## src/rtl/port_range_pkg.sv

```systemverilog
package port_range_pkg;

  // Upper-byte relation of a port to one rule, produced by stage 0.
  typedef enum logic [2:0] {
    REL_OUT     = 3'd0,
    REL_INSIDE  = 3'd1,
    REL_EQ_LO   = 3'd2,
    REL_EQ_HI   = 3'd3,
    REL_EQ_BOTH = 3'd4
  } relCode_e;

  typedef struct packed {
    logic s0Load;
    logic s1Load;
    logic cfgLoad;
  } pipeStrobe_t;

endpackage

```

## src/rtl/prc_ctrl.sv

```systemverilog
module prc_ctrl
  import port_range_pkg::*;
(
  input  logic        clk,
  input  logic        rstN,
  input  logic        inValid,
  input  logic        cfgWe,
  output pipeStrobe_t strobe,
  output logic        matchValid
);

  logic s0Valid;
  logic s1Valid;

  always_ff @(posedge clk) begin
    if (!rstN) begin
      s0Valid <= 1'b0;
      s1Valid <= 1'b0;
    end else begin
      s0Valid <= inValid;
      s1Valid <= s0Valid;
    end
  end

  always_comb begin
    strobe.s0Load  = inValid;
    strobe.s1Load  = s0Valid;
    strobe.cfgLoad = cfgWe;
  end

  assign matchValid = s1Valid;

  // a valid input shows up two clocks later
  a_r7_latency: assert property (@(posedge clk) disable iff (!rstN)
    inValid |=> ##1 matchValid);

  // no result without a valid input two clocks earlier
  a_r7_no_spurious: assert property (@(posedge clk) disable iff (!rstN)
    matchValid |-> $past(strobe.s1Load));

endmodule

```

## src/rtl/prc_datapath.sv

```systemverilog
module prc_datapath
  import port_range_pkg::*;
#(
  parameter int NUM_RULES = 4,
  parameter int STRIDE_W  = 8,
  localparam int PORT_W   = 2 * STRIDE_W,
  localparam int IDX_W    = (NUM_RULES > 1) ? $clog2(NUM_RULES) : 1
) (
  input  logic                 clk,
  input  logic                 rstN,
  input  pipeStrobe_t          strobe,
  input  logic [PORT_W-1:0]    inPort,
  input  logic [IDX_W-1:0]     cfgIdx,
  input  logic [PORT_W-1:0]    cfgLo,
  input  logic [PORT_W-1:0]    cfgHi,
  output logic [NUM_RULES-1:0] matchVec
);

  logic [PORT_W-1:0]   loBound [NUM_RULES];
  logic [PORT_W-1:0]   hiBound [NUM_RULES];
  relCode_e            relNext [NUM_RULES];
  relCode_e            relQ    [NUM_RULES];
  logic [STRIDE_W-1:0] portLoQ;
  logic [NUM_RULES-1:0] matchNext;

  // Rule table
  always_ff @(posedge clk) begin
    for (int r = 0; r < NUM_RULES; r++) begin
      if (!rstN) begin
        loBound[r] <= '0;
        hiBound[r] <= '0;
      end else if (strobe.cfgLoad && cfgIdx == IDX_W'(r)) begin
        loBound[r] <= cfgLo;
        hiBound[r] <= cfgHi;
      end
    end
  end

  // Stage 0: upper-byte relation per rule
  always_comb begin
    for (int r = 0; r < NUM_RULES; r++) begin
      logic [STRIDE_W-1:0] ph, lh, uh;
      ph = inPort[PORT_W-1:STRIDE_W];
      lh = loBound[r][PORT_W-1:STRIDE_W];
      uh = hiBound[r][PORT_W-1:STRIDE_W];
      if (ph == lh && ph == uh)     relNext[r] = REL_EQ_BOTH;
      else if (ph == lh && ph < uh) relNext[r] = REL_EQ_LO;
      else if (ph == uh && ph > lh) relNext[r] = REL_EQ_HI;
      else if (ph > lh && ph < uh)  relNext[r] = REL_INSIDE;
      else                          relNext[r] = REL_OUT;
    end
  end

  always_ff @(posedge clk) begin
    if (!rstN) begin
      portLoQ <= '0;
      for (int r = 0; r < NUM_RULES; r++) relQ[r] <= REL_OUT;
    end else if (strobe.s0Load) begin
      portLoQ <= inPort[STRIDE_W-1:0];
      for (int r = 0; r < NUM_RULES; r++) relQ[r] <= relNext[r];
    end
  end

  // Stage 1: low-byte decision qualified by the stage-0 code
  always_comb begin
    for (int r = 0; r < NUM_RULES; r++) begin
      logic geLo, leHi;
      geLo = portLoQ >= loBound[r][STRIDE_W-1:0];
      leHi = portLoQ <= hiBound[r][STRIDE_W-1:0];
      unique case (relQ[r])
        REL_INSIDE:  matchNext[r] = 1'b1;
        REL_EQ_LO:   matchNext[r] = geLo;
        REL_EQ_HI:   matchNext[r] = leHi;
        REL_EQ_BOTH: matchNext[r] = geLo && leHi;
        default:     matchNext[r] = 1'b0;
      endcase
    end
  end

  always_ff @(posedge clk) begin
    if (!rstN)              matchVec <= '0;
    else if (strobe.s1Load) matchVec <= matchNext;
  end

  for (genvar g = 0; g < NUM_RULES; g++) begin : g_chk
    // outside code never produces a match
    a_r3_outside_never: assert property (@(posedge clk) disable iff (!rstN)
      (strobe.s1Load && relQ[g] == REL_OUT) |=> !matchVec[g]);
    // strictly-inside code always produces a match
    a_r3_inside_always: assert property (@(posedge clk) disable iff (!rstN)
      (strobe.s1Load && relQ[g] == REL_INSIDE) |=> matchVec[g]);
    // a stable full-range rule always matches
    a_r6_full_range: assert property (@(posedge clk) disable iff (!rstN)
      (strobe.s1Load && loBound[g] == '0 && hiBound[g] == '1 &&
       $stable(loBound[g]) && $stable(hiBound[g])) |=> matchVec[g]);
    // a stable inverted rule never matches
    a_r5_inverted_none: assert property (@(posedge clk) disable iff (!rstN)
      (strobe.s1Load && loBound[g] > hiBound[g] &&
       $stable(loBound[g]) && $stable(hiBound[g])) |=> !matchVec[g]);
  end

endmodule

```

## src/rtl/port_range_match.sv

```systemverilog
module port_range_match
  import port_range_pkg::*;
#(
  parameter int NUM_RULES = 4,
  parameter int STRIDE_W  = 8,
  localparam int PORT_W   = 2 * STRIDE_W,
  localparam int IDX_W    = (NUM_RULES > 1) ? $clog2(NUM_RULES) : 1
) (
  input  logic                 clk,
  input  logic                 rstN,
  input  logic                 inValid,
  input  logic [PORT_W-1:0]    inPort,
  input  logic                 cfgWe,
  input  logic [IDX_W-1:0]     cfgIdx,
  input  logic [PORT_W-1:0]    cfgLo,
  input  logic [PORT_W-1:0]    cfgHi,
  output logic                 matchValid,
  output logic [NUM_RULES-1:0] matchVec
);

  pipeStrobe_t strobe;

  prc_ctrl u_ctrl (
    .clk        (clk),
    .rstN       (rstN),
    .inValid    (inValid),
    .cfgWe      (cfgWe),
    .strobe     (strobe),
    .matchValid (matchValid)
  );

  prc_datapath #(
    .NUM_RULES (NUM_RULES),
    .STRIDE_W  (STRIDE_W)
  ) u_dp (
    .clk      (clk),
    .rstN     (rstN),
    .strobe   (strobe),
    .inPort   (inPort),
    .cfgIdx   (cfgIdx),
    .cfgLo    (cfgLo),
    .cfgHi    (cfgHi),
    .matchVec (matchVec)
  );

endmodule

```

## config.mk

```make
export PLATFORM = sky130hd
export DESIGN_NAME = port_range_match
export DESIGN_NICKNAME = d
export VERILOG_FILES = /design/src/rtl/port_range_pkg.sv /design/src/rtl/prc_ctrl.sv /design/src/rtl/prc_datapath.sv /design/src/rtl/port_range_match.sv
export SDC_FILE = /design/constraint.sdc
export NUM_CORES = 1
export LEC_CHECK = 0
export BUFFER_PORTS_ARGS = -buffer_cell sky130_fd_sc_hd__buf_4
export CORE_MARGIN = 2
export CORE_UTILIZATION = 55
export CTS_CLUSTER_SIZE = 16
export DETAILED_ROUTE_END_ITERATION = 6
export PLACE_DENSITY_LB_ADDON = 0.15
export SYNTH_ARGS = -nofsm -noshare
export SYNTH_HDL_FRONTEND = slang
export SYNTH_SLANG_ARGS = --single-unit
```

## constraint.sdc

```tcl
create_clock -name clk -period 7.8 [get_ports clk]
set_input_delay 1.56 -clock clk [delete_from_list [all_inputs] [get_ports clk]]
set_output_delay 1.56 -clock clk [all_outputs]
set_load 0.02 [all_outputs]
```

# ---- Yosys cells after proc, flatten, opt, wreduce, memory -nomap -nowiden
# Memory sizes are Yosys's and may differ from the RTL's.
# Index checks and enable logic that the tools add are counted.
dict set report word_totals {
  reg_bits 14
  ram_bits 140
  input_bits 54
  output_inout_bits 5
  wordCells 135
  memories 3
}
dict set report classes {
  n_lt_le_gt_ge 16
  eq_ne 27
  n_mux 48
  bitwise 12
  reduce_logical 25
}
# memory words word_bits rd rd_ports_with_merged_regs write_ports line_no
set memory_table {}
lappend memory_table {u_dp.hiBound 4 16 4 0 4 prc_datapath.sv:20} ;# logic [PORT_W-1:0] hiBound [NUM_RULES];
lappend memory_table {u_dp.loBound 4 16 4 0 4 prc_datapath.sv:19} ;# logic [PORT_W-1:0] loBound [NUM_RULES];
lappend memory_table {u_dp.relQ 4 3 4 0 4 prc_datapath.sv:22} ;# relCode_e relQ [NUM_RULES];
# op count
set ops {}
lappend ops {{2-to-1 mux 16 bit} 8}
lappend ops {{== test 8 bit} 8}
lappend ops {{2-to-1 mux 3 bit} 16}
lappend ops {{greater-or-equal comparator 8 bit} 4}
lappend ops {{greater-than comparator 8 bit} 4}
lappend ops {{less-or-equal comparator 8 bit} 4}
lappend ops {{less-than comparator 8 bit} 4}
lappend ops {{== test 3 x 2 -> 1 bit (second input constant)} 8}
lappend ops {{logical AND 1 bit} 24}
lappend ops {{2-to-1 mux 1 bit} 20}
lappend ops {{one-hot mux 1 bit (4 select lines)} 4}
lappend ops {{== test 3 x 1 -> 1 bit (second input constant)} 4}
lappend ops {{== test 3 bit (second input constant)} 4}
lappend ops {{OR 1 bit} 12}
lappend ops {{== test 2 bit (second input constant)} 2}
lappend ops {{== test 2 x 1 -> 1 bit (second input constant)} 1}
lappend ops {{zero test 2 bit} 1}

# ---- Logic depth before layout (Yosys ltp)
# Gate-level depths: netlist of run 1.
# An unclocked memory read counts as a cell.
dict set report depth {
  word_depth 8
  depth_mapped 7
  mapped_depth_nobuf 7
}

# ---- Modules after synthesis
# From an unflattened synthesis of run 1, not the netlist that was laid out.
dict set report hier_totals {
  cells_unflattened 808
  hier_area_um2 9141.3
}
# module instances cells_each area_each_um2 seq_area_each_um2
set by_module_without_submodules {}
lappend by_module_without_submodules {prc_datapath 1 801 9066.2 4444.3}
lappend by_module_without_submodules {prc_ctrl 1 7 75.1 40.0}

# ---- Least setup slack after synthesis of run 1
# No wires, ideal clock.
dict set report synth_timing {
  path_kind {input -> register}
  startpoint {input cfgIdx[0]}
  endpoint {memory u_dp.hiBound[1][0] in the netlist's numbering, enable pin}
  setup_ns 0.466
  arrival_time_ns 4.025
  required_ns 7.334
  path_slack_ns 3.310
  path_stages 2
  path_buffers 0
  cell_sequence {nand2b_1 o21ai_0}
}
# element line_no
set synth_lines {}
lappend synth_lines {{from (decl)} port_range_match.sv:14} ;# input logic [IDX_W-1:0] cfgIdx,
lappend synth_lines {{to (decl)} prc_datapath.sv:20}

==> results of run 1 <==
[cells in the final DEF (no fill, tap or decap), types with 4 or more instances in the layout]
master	instances
xor2_1	8
nor3_1	5
a311oi_1	4
o21ai_0	24
ha_1	128
clkbuf_16	17
nand2_1	19
nand2b_1	7
a2111oi_2	4
o21ai_4	4
nor2_1	13
a41oi_1	4
nor2b_1	19
buf_4	65
edfxtp_1	140
a31o_2	4
o211ai_1	9
and2_1	129
o21a_1	7
nor2_2	4
a211oi_1	8
a21oi_1	37
mux2i_1	12
inv_1	119
bufinv_16	4
nand4_1	25
dfxtp_1	14
nand3_1	7
nor4_1	4
[through the flow]
| step | total power, mW | cells |
|---|---|---|
| after CTS | 2.160 | 1098 |
| after floorplan | 1.185 | 802 |
| after global routing | 2.236 | 1098 |
| after global placement | 1.283 | 1066 |
| after detailed placement | 1.300 | 1066 |
| final | 2.152 | 1098 |
[path summary, 6_finish.rpt]
path | end | slack, ns
worst max-delay path | u_dp.relQ[3][1] | 4.89
worst min-delay path | u_dp.portLoQ[0] | 0.53
worst min register to register | u_dp.portLoQ[0] | 0.53
worst max register to register | u_dp.matchVec[3] | 5.67
[state kept, by name, summed over array words and instances, names as in the netlist]
register,cells
u_dp.hiBound,64
u_dp.loBound,64
u_dp.matchVec,4
u_ctrl.matchValid,1
u_dp.portLoQ,8
u_dp.relQ,12
u_ctrl.s0Valid,1
[power by group]
part           internal (mW)  switching (mW)
clock network          0.533           0.329
registers              0.960          0.0306
logic                  0.124           0.175
total                   1.62           0.535
[cell type report]
type | count | area share (%)
clock buffers | 19 | 4.167
clock inverters | 13 | 1.686
inverters | 121 | 4.371
multi-input cells | 510 | 39.32
flip-flops and latches | 154 | 43.16
well taps | 216 | 2.601
repair buffers | 65 | 4.697
[tightest hold or removal path, delay by kind of cell (launching register included)]
family           cells  cell delay (ns)
and+or+nand+nor      1             0.10
muxes                1             0.07
DFF                  1             0.33
[routing by layer]
metal | wire length, um | track usage (%) | part of all wire, % | vias to the layer above
li1 | - | - | - | 2976
met1 | 10070 | 35.82 | 47 | 3053
met2 | 9908 | 40.36 | 46 | 167
met3 | 953 | 4.344 | 4.4 | 40
met4 | 555 | 9.976 | 2.6 | 0
met5 | 0 | 0 | 0 | -
[logic make-up after synthesis]
kind of cell	share of synthesized area [%]
mux	1.327
simple gates	15.58
fa+ha+maj	17.69
flops	49.54
compound gates	9.150
xor+xnor	0.7740
buf+inv	5.943
==> impl_metrics.csv, run 1 <==
group,metric,value,unit
critical_path,reg2reg_from,"u_dp.portLoQ[5]",
timing,worstMarginPinSlew,1.143,ns
critical_path,crit_chain,"buf_4, inv_1, ha_1, nor2b_4, o211ai_2, a21oi_1, o32a_1, a32o_1",
critical_path,crit_start,"inPort[8]",
clock_network,insertion_delay,0.43,ns
layout,multi_input_area,4085,um^2
timing,final-setup-viol-count,0,
route,detail_route.wl_per_cell,19.57,um
placed_design,dp_slack,4.476,ns
clock_network,cts_tree,"built",
worst_hold_path,hold_depth,2,
timing,layout_setup_ws,4.888,ns
power_and_ir_drop,p_per_area,207.1,nW/um^2
layout,regArea,4484,um^2
global_route,grt_max_degree,33,
global_route,grt_pass1_wl,34390,um
yosys,postSynthAreaPerCell,11.29,um^2
layout,finalInstanceArea,10390,um^2
timing,rsz0062_at_grt,"no",
floorplan,die_area,17500,um^2
clock_network,clkSlewWorstSetupHoldPaths,0.06,ns
timing,hold_violations,0,
layout,final_nets,1051,
clock_network,cts_post_setup_buffers_inserted,0,
route,routed_wl,21490,um
critical_path,required,7.98,ns
critical_path,cp_max_fo,8,
critical_path,worstSetupPathType,"input port to flop",
clock_network,cts_hold_buf,0,
timing,finalCritPeriodShare,37.33,%
critical_path,slowest_stage,"o32a_1",
clock_network,cts_resized,0,
placed_design,place_congestion,0.8839,
global_route,overflow,0,
clock_network,cts_buffer_depth,2,
floorplan,die_w,132.3,um
yosys,yosysSeqAreaShare,49.54,%
global_route,track_usage,25.68,%
outcome,status,"complete, no violations",
clock_network,htree_num_levels,4,
critical_path,crit_buf_inv,2,
yosys,synth-seq-cells,154,
yosys,yosys-top-cells-area,"edfxtp_1 (46%), ha_1 (18%), and2_1 (8.9%)",
job,maxCapViolCount,0,
yosys,synth_cells,802,
route,via_per_inst,5.679,
global_route,antenna_found_initial,0,
layout,diodes,0,
route,drcViolationCount,0,
clock_network,numCtsBuffers,17,
timing,max_freq,343.4,MHz
critical_path,critPathArrivalTime,3.09,ns
yosys,synthesis.nets,984,
critical_path,path_depth,8,
critical_path,cp-start-kind,"input port",
timing,skew,0.006210,ns
placed_design,io_buffers,58,
power_and_ir_drop,max-vdd-ir-drop,0.1610,mV
global_route,grt_pass1_vias,6479,
layout,fin_util,64.94,%
floorplan,start_util,56.58,%
yosys,synth_top_area_share,46.44,%
floorplan,fp.dieH,132.3,um
critical_path,reg2regPathDepth,6,
critical_path,critPathTopFamily,"compound AO/OA/AOI/OAI gates",
placed_design,dp_hpwl,15030,um
power_and_ir_drop,power.leakage,4.587,nW
timing,tns,0,ns
yosys,synthesis.area,9052,um^2
layout,nFillCells,1240,
critical_path,slowest_delay,0.32,ns
yosys,ys.flop_type,"edfxtp_1",
layout,areaGrowthSynthToFinish,14.78,%
timing,maxSlewViolCount,0,
floorplan,std_cell_rows,46,
clock_network,cts-root-buf,"clkbuf_16",
yosys,synth_common_cells,"edfxtp_1 (140), and2_1 (129), ha_1 (128)",
yosys,ys_async_sr_fraction,0,%
floorplan,core-area,16000,um^2
yosys,synth_area_leader_cell,"edfxtp_1",
clock_network,cts_sinks,154,
route,num_vias,6236,
worst_hold_path,worstHoldPathType,"flop to flop",
yosys,synth_edf_count,140,
yosys,synth_warnings,0,
critical_path,endpoint_kind,"flop",
floorplan,io_pins,59,
placed_design,placed_area,9782,um^2
layout,drive_above_1_share,13.38,%
route,ant_nets,0,
timing,holdWs,0.5306,ns
yosys,post-synth-top-count-cell,"edfxtp_1",
route,firstDrtPassIters,5,
route,drt_iter0_drc,566,
worst_hold_path,min-delay-start,"u_dp.portLoQ[0]",
yosys,yosysUniqueCellTypes,44,
timing,min_period,2.912,ns
timing,relSlewSlack,23.48,%
Note: power is estimated with default switching activity, not from simulation.
==> inputs of run 2 (changes only) <==
==> constraint.sdc (replaced) <==
create_clock -name clk -period 2.9 [get_ports clk]
set_input_delay 0.58 -clock clk [delete_from_list [all_inputs] [get_ports clk]]
set_output_delay 0.58 -clock clk [all_outputs]
set_load 0.02 [all_outputs]
==> run 2 against run 1 <==
Sequential power grew to 2.7 times the previous value. Worst setup slack worse by 4.0 ns. Clock power increased by 140%. Total power grew to 2.6 times the previous value. Sequential cell count unchanged.
==> impl_metrics.csv, run 2 (synthesized netlist as in run 1, its figures left out) <==
group,metric,value,unit
layout,final_cells,1101,
power_and_ir_drop,p_per_area,535.9,nW/um^2
route,via_per_inst,5.619,
floorplan,io_pins,59,
placed_design,placed_area,9817,um^2
placed_design,place_congestion,0.8494,
floorplan,die_w,132.3,um
layout,final_nets,1054,
route,ant_nets,0,
critical_path,critPathArrivalTime,2.31,ns
clock_network,htree_num_levels,4,
layout,mostFrequentLayoutCell,"edfxtp_1",
critical_path,cp-start-kind,"flop",
timing,min_period,2.029,ns
layout,diodes,0,
clock_network,cts_tree,"built",
timing,rsz0062_at_grt,"no",
global_route,grt_max_degree,33,
route,firstDrtPassIters,5,
layout,areaGrowthSynthToFinish,14.58,%
global_route,overflow,0,
clock_network,cts-root-buf,"clkbuf_16",
critical_path,endpoint_kind,"flop",
route,routed_wl,21030,um
route,num_vias,6186,
power_and_ir_drop,power,5.559,mW
floorplan,die_area,17500,um^2
critical_path,worstSetupPathType,"flop to flop",
timing,layout_setup_ws,0.8706,ns
critical_path,required,3.18,ns
floorplan,start_util,56.58,%
placed_design,dp.cells,1069,
placed_design,io_buffers,58,
global_route,track_usage,25.30,%
timing,skew,0.006831,ns
timing,finalCritPeriodShare,69.98,%
clock_network,cts_buffer_depth,2,
clock_network,clkSlewWorstSetupHoldPaths,0.06,ns
global_route,grt_pass1_vias,6418,
job,maxCapViolCount,0,
global_route,antenna_found_initial,0,
power_and_ir_drop,power.leakage,4.577,nW
clock_network,insertion_delay,0.42,ns
worst_hold_path,worstHoldPathType,"input port to flop",
layout,drive_above_1_share,13.90,%
route,drt_iter0_drc,439,
layout,finalInstanceArea,10370,um^2
placed_design,dp_slack,0.5594,ns
layout,top_regs,"u_dp.hiBound (64), u_dp.loBound (64), u_dp.relQ (12)",
clock_network,numCtsBuffers,17,
clock_network,cts_sinks,154,
timing,relSlewSlack,56.38,%
timing,max_freq,492.7,MHz
outcome,status,"complete, no violations",
floorplan,std_cell_rows,46,
route,detail_route.wl_per_cell,19.10,um
timing,worstMarginPinSlew,0.6518,ns
floorplan,core-area,16000,um^2
global_route,grt_pass1_wl,33930,um
route,drcViolationCount,0,
clock_network,cts_post_setup_buffers_inserted,0,
timing,hold_violations,0,
power_and_ir_drop,max-vdd-ir-drop,0.4476,mV
floorplan,fp.dieH,132.3,um
placed_design,dp_hpwl,15330,um
timing,maxSlewViolCount,0,
clock_network,cts_hold_buf,0,
timing,final-setup-viol-count,0,
layout,layout_common_cells,"edfxtp_1 (140), and2_1 (129), ha_1 (128)",
layout,nFillCells,1283,
clock_network,cts_resized,0,
critical_path,cp_max_fo,8,
## run 2: path summary, 6_finish.rpt
check	cells past startpoint	slack [ns]	start	endpoint
worst min register to register	2	0.56	u_dp.portLoQ[0]	u_dp.portLoQ[0]
worst max-delay path	7	0.87	u_dp.portLoQ[0]	u_dp.matchVec[0]
worst max register to register	7	0.87	u_dp.portLoQ[0]	u_dp.matchVec[0]
worst min-delay path	3	0.43	inPort[5]	u_dp.portLoQ[5]
## run 2: through the flow
step                      util (%)  setup TNS [ns]  hold WS, ns
after global placement       61.35               0       0.4986
after global routing         64.83               0       0.4434
after detailed placement     61.35               0       0.5547
after CTS                    64.83               0       0.4105
final                        64.83               0       0.4282
after floorplan                  -          -39.05       0.4826
## run 2: power by group
group	switching (mW)	leakage (nW)	internal, mW
logic	0.468	2.81	0.337
clock network	0.911	0.263	1.18
registers	0.0788	1.51	2.58
## run 2: per-layer routing
layer | part of all wire (%) | vias to the layer above | global-route usage [%]
li1 | - | 2982 | -
met4 | 1.4 | 0 | 5.675
met5 | 0 | - | 0
met1 | 46 | 3009 | 35.44
met3 | 5.5 | 23 | 4.998
met2 | 47 | 172 | 41.06
## run 2: final cells by class
cell class              instances  area, um^2  area share (%)
flip-flops and latches        154        4484           43.23
clock inverters                14       126.4           1.218
well taps                     216       270.3           2.606
inverters                     121       454.2           4.379
clock buffers                  18       429.2           4.138
multi-input cells             510        4085           39.39
repair buffers                 68       523.0           5.042
## run 2: critical path: stages, from the launching register on
cell       delay (ns)
dfxtp_1          0.31
inv_1            0.32
ha_1             0.30
nand2b_1         0.16
a211oi_1         0.25
o21ai_0          0.15
a41oi_1          0.32
a2111oi_2        0.08
==> inputs of run 3 (changes only) <==
==> constraint.sdc (replaced) <==
create_clock -name clk -period 1.8 [get_ports clk]
set_input_delay 0.36 -clock clk [delete_from_list [all_inputs] [get_ports clk]]
set_output_delay 0.36 -clock clk [all_outputs]
set_load 0.02 [all_outputs]
==> run 3 against run 2 <==
The flow now finishes with violations (setup timing). Die area unchanged. Via count up 3.8%. Largest power group unchanged. Clock skew grew 0.0029 ns. Combinational power up 88%. Critical path depth rose by 1. Sequential share of layout area fell by 2.1 points. Non-clock buffer count up 38. Design area is 5.2% higher. First-iteration DRC count rose by 18%. Cell count up 3.5%. Count of clock-buffer cells in the layout is the same. Register-to-register slack worse by 0.88 ns.
==> impl_metrics.csv, run 3 (synthesized netlist as in run 1, its figures left out) <==
group,metric,value,unit
route,detail_route.wl_per_cell,19.40,um
layout,layout_common_cells,"edfxtp_1 (140), and2_1 (129), ha_1 (126)",
placed_design,dp_hpwl,15390,um
placed_design,io_buffers,58,
clock_network,cts-root-buf,"clkbuf_16",
floorplan,die_area,17500,um^2
route,drt_iter0_drc,517,
timing,worstMarginPinSlew,0.5826,ns
timing,rsz0062_at_grt,"yes",
global_route,overflow,0,
timing,finalCritPeriodShare,100.3,%
placed_design,placed_area,10190,um^2
route,firstDrtPassIters,5,
clock_network,cts_hold_buf,0,
global_route,antenna_found_initial,1,
clock_network,cts_tree,"built",
floorplan,start_util,56.58,%
power_and_ir_drop,power,9.447,mW
timing,min_period,1.806,ns
global_route,grt_max_degree,33,
floorplan,core-area,16000,um^2
clock_network,clkSlewWorstSetupHoldPaths,0.06,ns
timing,tns,-0.006146,ns
global_route,grt_pass1_vias,6508,
global_route,grt_pass1_wl,34800,um
clock_network,htree_num_levels,4,
layout,final_nets,1092,
layout,drive_above_1_share,19.93,%
clock_network,numCtsBuffers,17,
critical_path,cp-start-kind,"flop",
outcome,status,"complete, but fails checks",
layout,final_cells,1139,
layout,fin_util,68.19,%
route,drcViolationCount,0,
power_and_ir_drop,p_per_area,865.9,nW/um^2
timing,relSlewSlack,61.16,%
clock_network,cts_sinks,154,
placed_design,dp.cells,1105,
layout,areaGrowthSynthToFinish,20.53,%
route,routed_wl,22100,um
floorplan,std_cell_rows,46,
critical_path,endpoint_kind,"flop",
floorplan,io_pins,59,
global_route,track_usage,26.24,%
power_and_ir_drop,power.leakage,4.839,nW
timing,final-setup-viol-count,1,
route,num_vias,6419,
floorplan,die_w,132.3,um
outcome,failed_checks,"setup timing",
critical_path,worstSetupPathType,"flop to flop",
timing,skew,0.009753,ns
route,via_per_inst,5.636,
timing,layout_setup_ws,-0.006146,ns
power_and_ir_drop,max-vdd-ir-drop,0.7265,mV
critical_path,cp_max_fo,2,
timing,hold_violations,0,
critical_path,critPathArrivalTime,2.10,ns
placed_design,place_congestion,0.8305,
layout,top_regs,"u_dp.hiBound (64), u_dp.loBound (64), u_dp.relQ (12)",
job,maxCapViolCount,0,
clock_network,cts_buffer_depth,2,
critical_path,required,2.10,ns
route,ant_nets,0,
timing,maxSlewViolCount,0,
floorplan,fp.dieH,132.3,um
timing,holdWs,0.2028,ns
layout,diodes,0,
layout,nFillCells,1250,
placed_design,dp_slack,-0.2754,ns
layout,mostFrequentLayoutCell,"edfxtp_1",
worst_hold_path,worstHoldPathType,"input port to flop",
timing,max_freq,553.7,MHz
clock_network,insertion_delay,0.43,ns
layout,finalInstanceArea,10910,um^2
==> run 3: cell count changes in the layout (fill, tap and decap cells not counted), moves of 5 or more <==
cell,before,now
buf_12,1,9
o21ai_0,24,19
buf_4,67,97
o21ai_1,0,5
==> run 3: layout make-up <==
class | instances | area, um^2 | area share [%]
inverter | 121 | 454.2 | 4.163
tap | 216 | 270.3 | 2.477
clock buffer | 18 | 429.2 | 3.933
clock inverter | 14 | 167.7 | 1.537
sequential | 154 | 4489 | 41.15
timing repair buffer | 106 | 908.4 | 8.326
multi-input combinational | 510 | 4192 | 38.42
==> run 3: metal layers <==
layer  wire length (um)  share of wire (%)  vias up  track usage (%)
met2              10400                 47      169            42.51
met5                  0                  0        -                0
met3               1073                4.9       25            4.883
met1              10300                 47     3160            36.44
li1                   -                  -     3065                -
met4                315                1.4        0            7.288
==> run 3: worst paths after layout <==
check / from / end / slack (ns) / depth (start not counted)
worst max-delay path: u_dp.hiBound[1][9] / u_dp.relQ[2][0] / -0.006 / 8
worst min-delay path: inPort[2] / u_dp.portLoQ[2] / 0.20 / 3
worst max register to register: u_dp.hiBound[1][9] / u_dp.relQ[2][0] / -0.006 / 8
worst min register to register: u_dp.portLoQ[0] / u_dp.portLoQ[0] / 0.54 / 2
==> run 3: what timing repair did <==
item	CTS	global route
buffers inserted	1	1
resized for setup	13	20
pin swaps	3	3
setup endpoints to repair	8	14
==> run 3: power by group <==
group	internal, mW	switching (mW)
Sequential	4.16	0.100
Clock	2.19	1.50
Combinational	0.657	0.849
Total	7.00	2.44
==> run 3: worst max-delay path, cell delays in order, from the launching register on <==
cell and delay, ns:
edfxtp_1 0.39, inv_2 0.08, ha_4 0.19, nor2b_4 0.12, o211ai_1 0.18, a21oi_1 0.11, nor4_2 0.28, buf_4 0.16
o221a_2 0.17
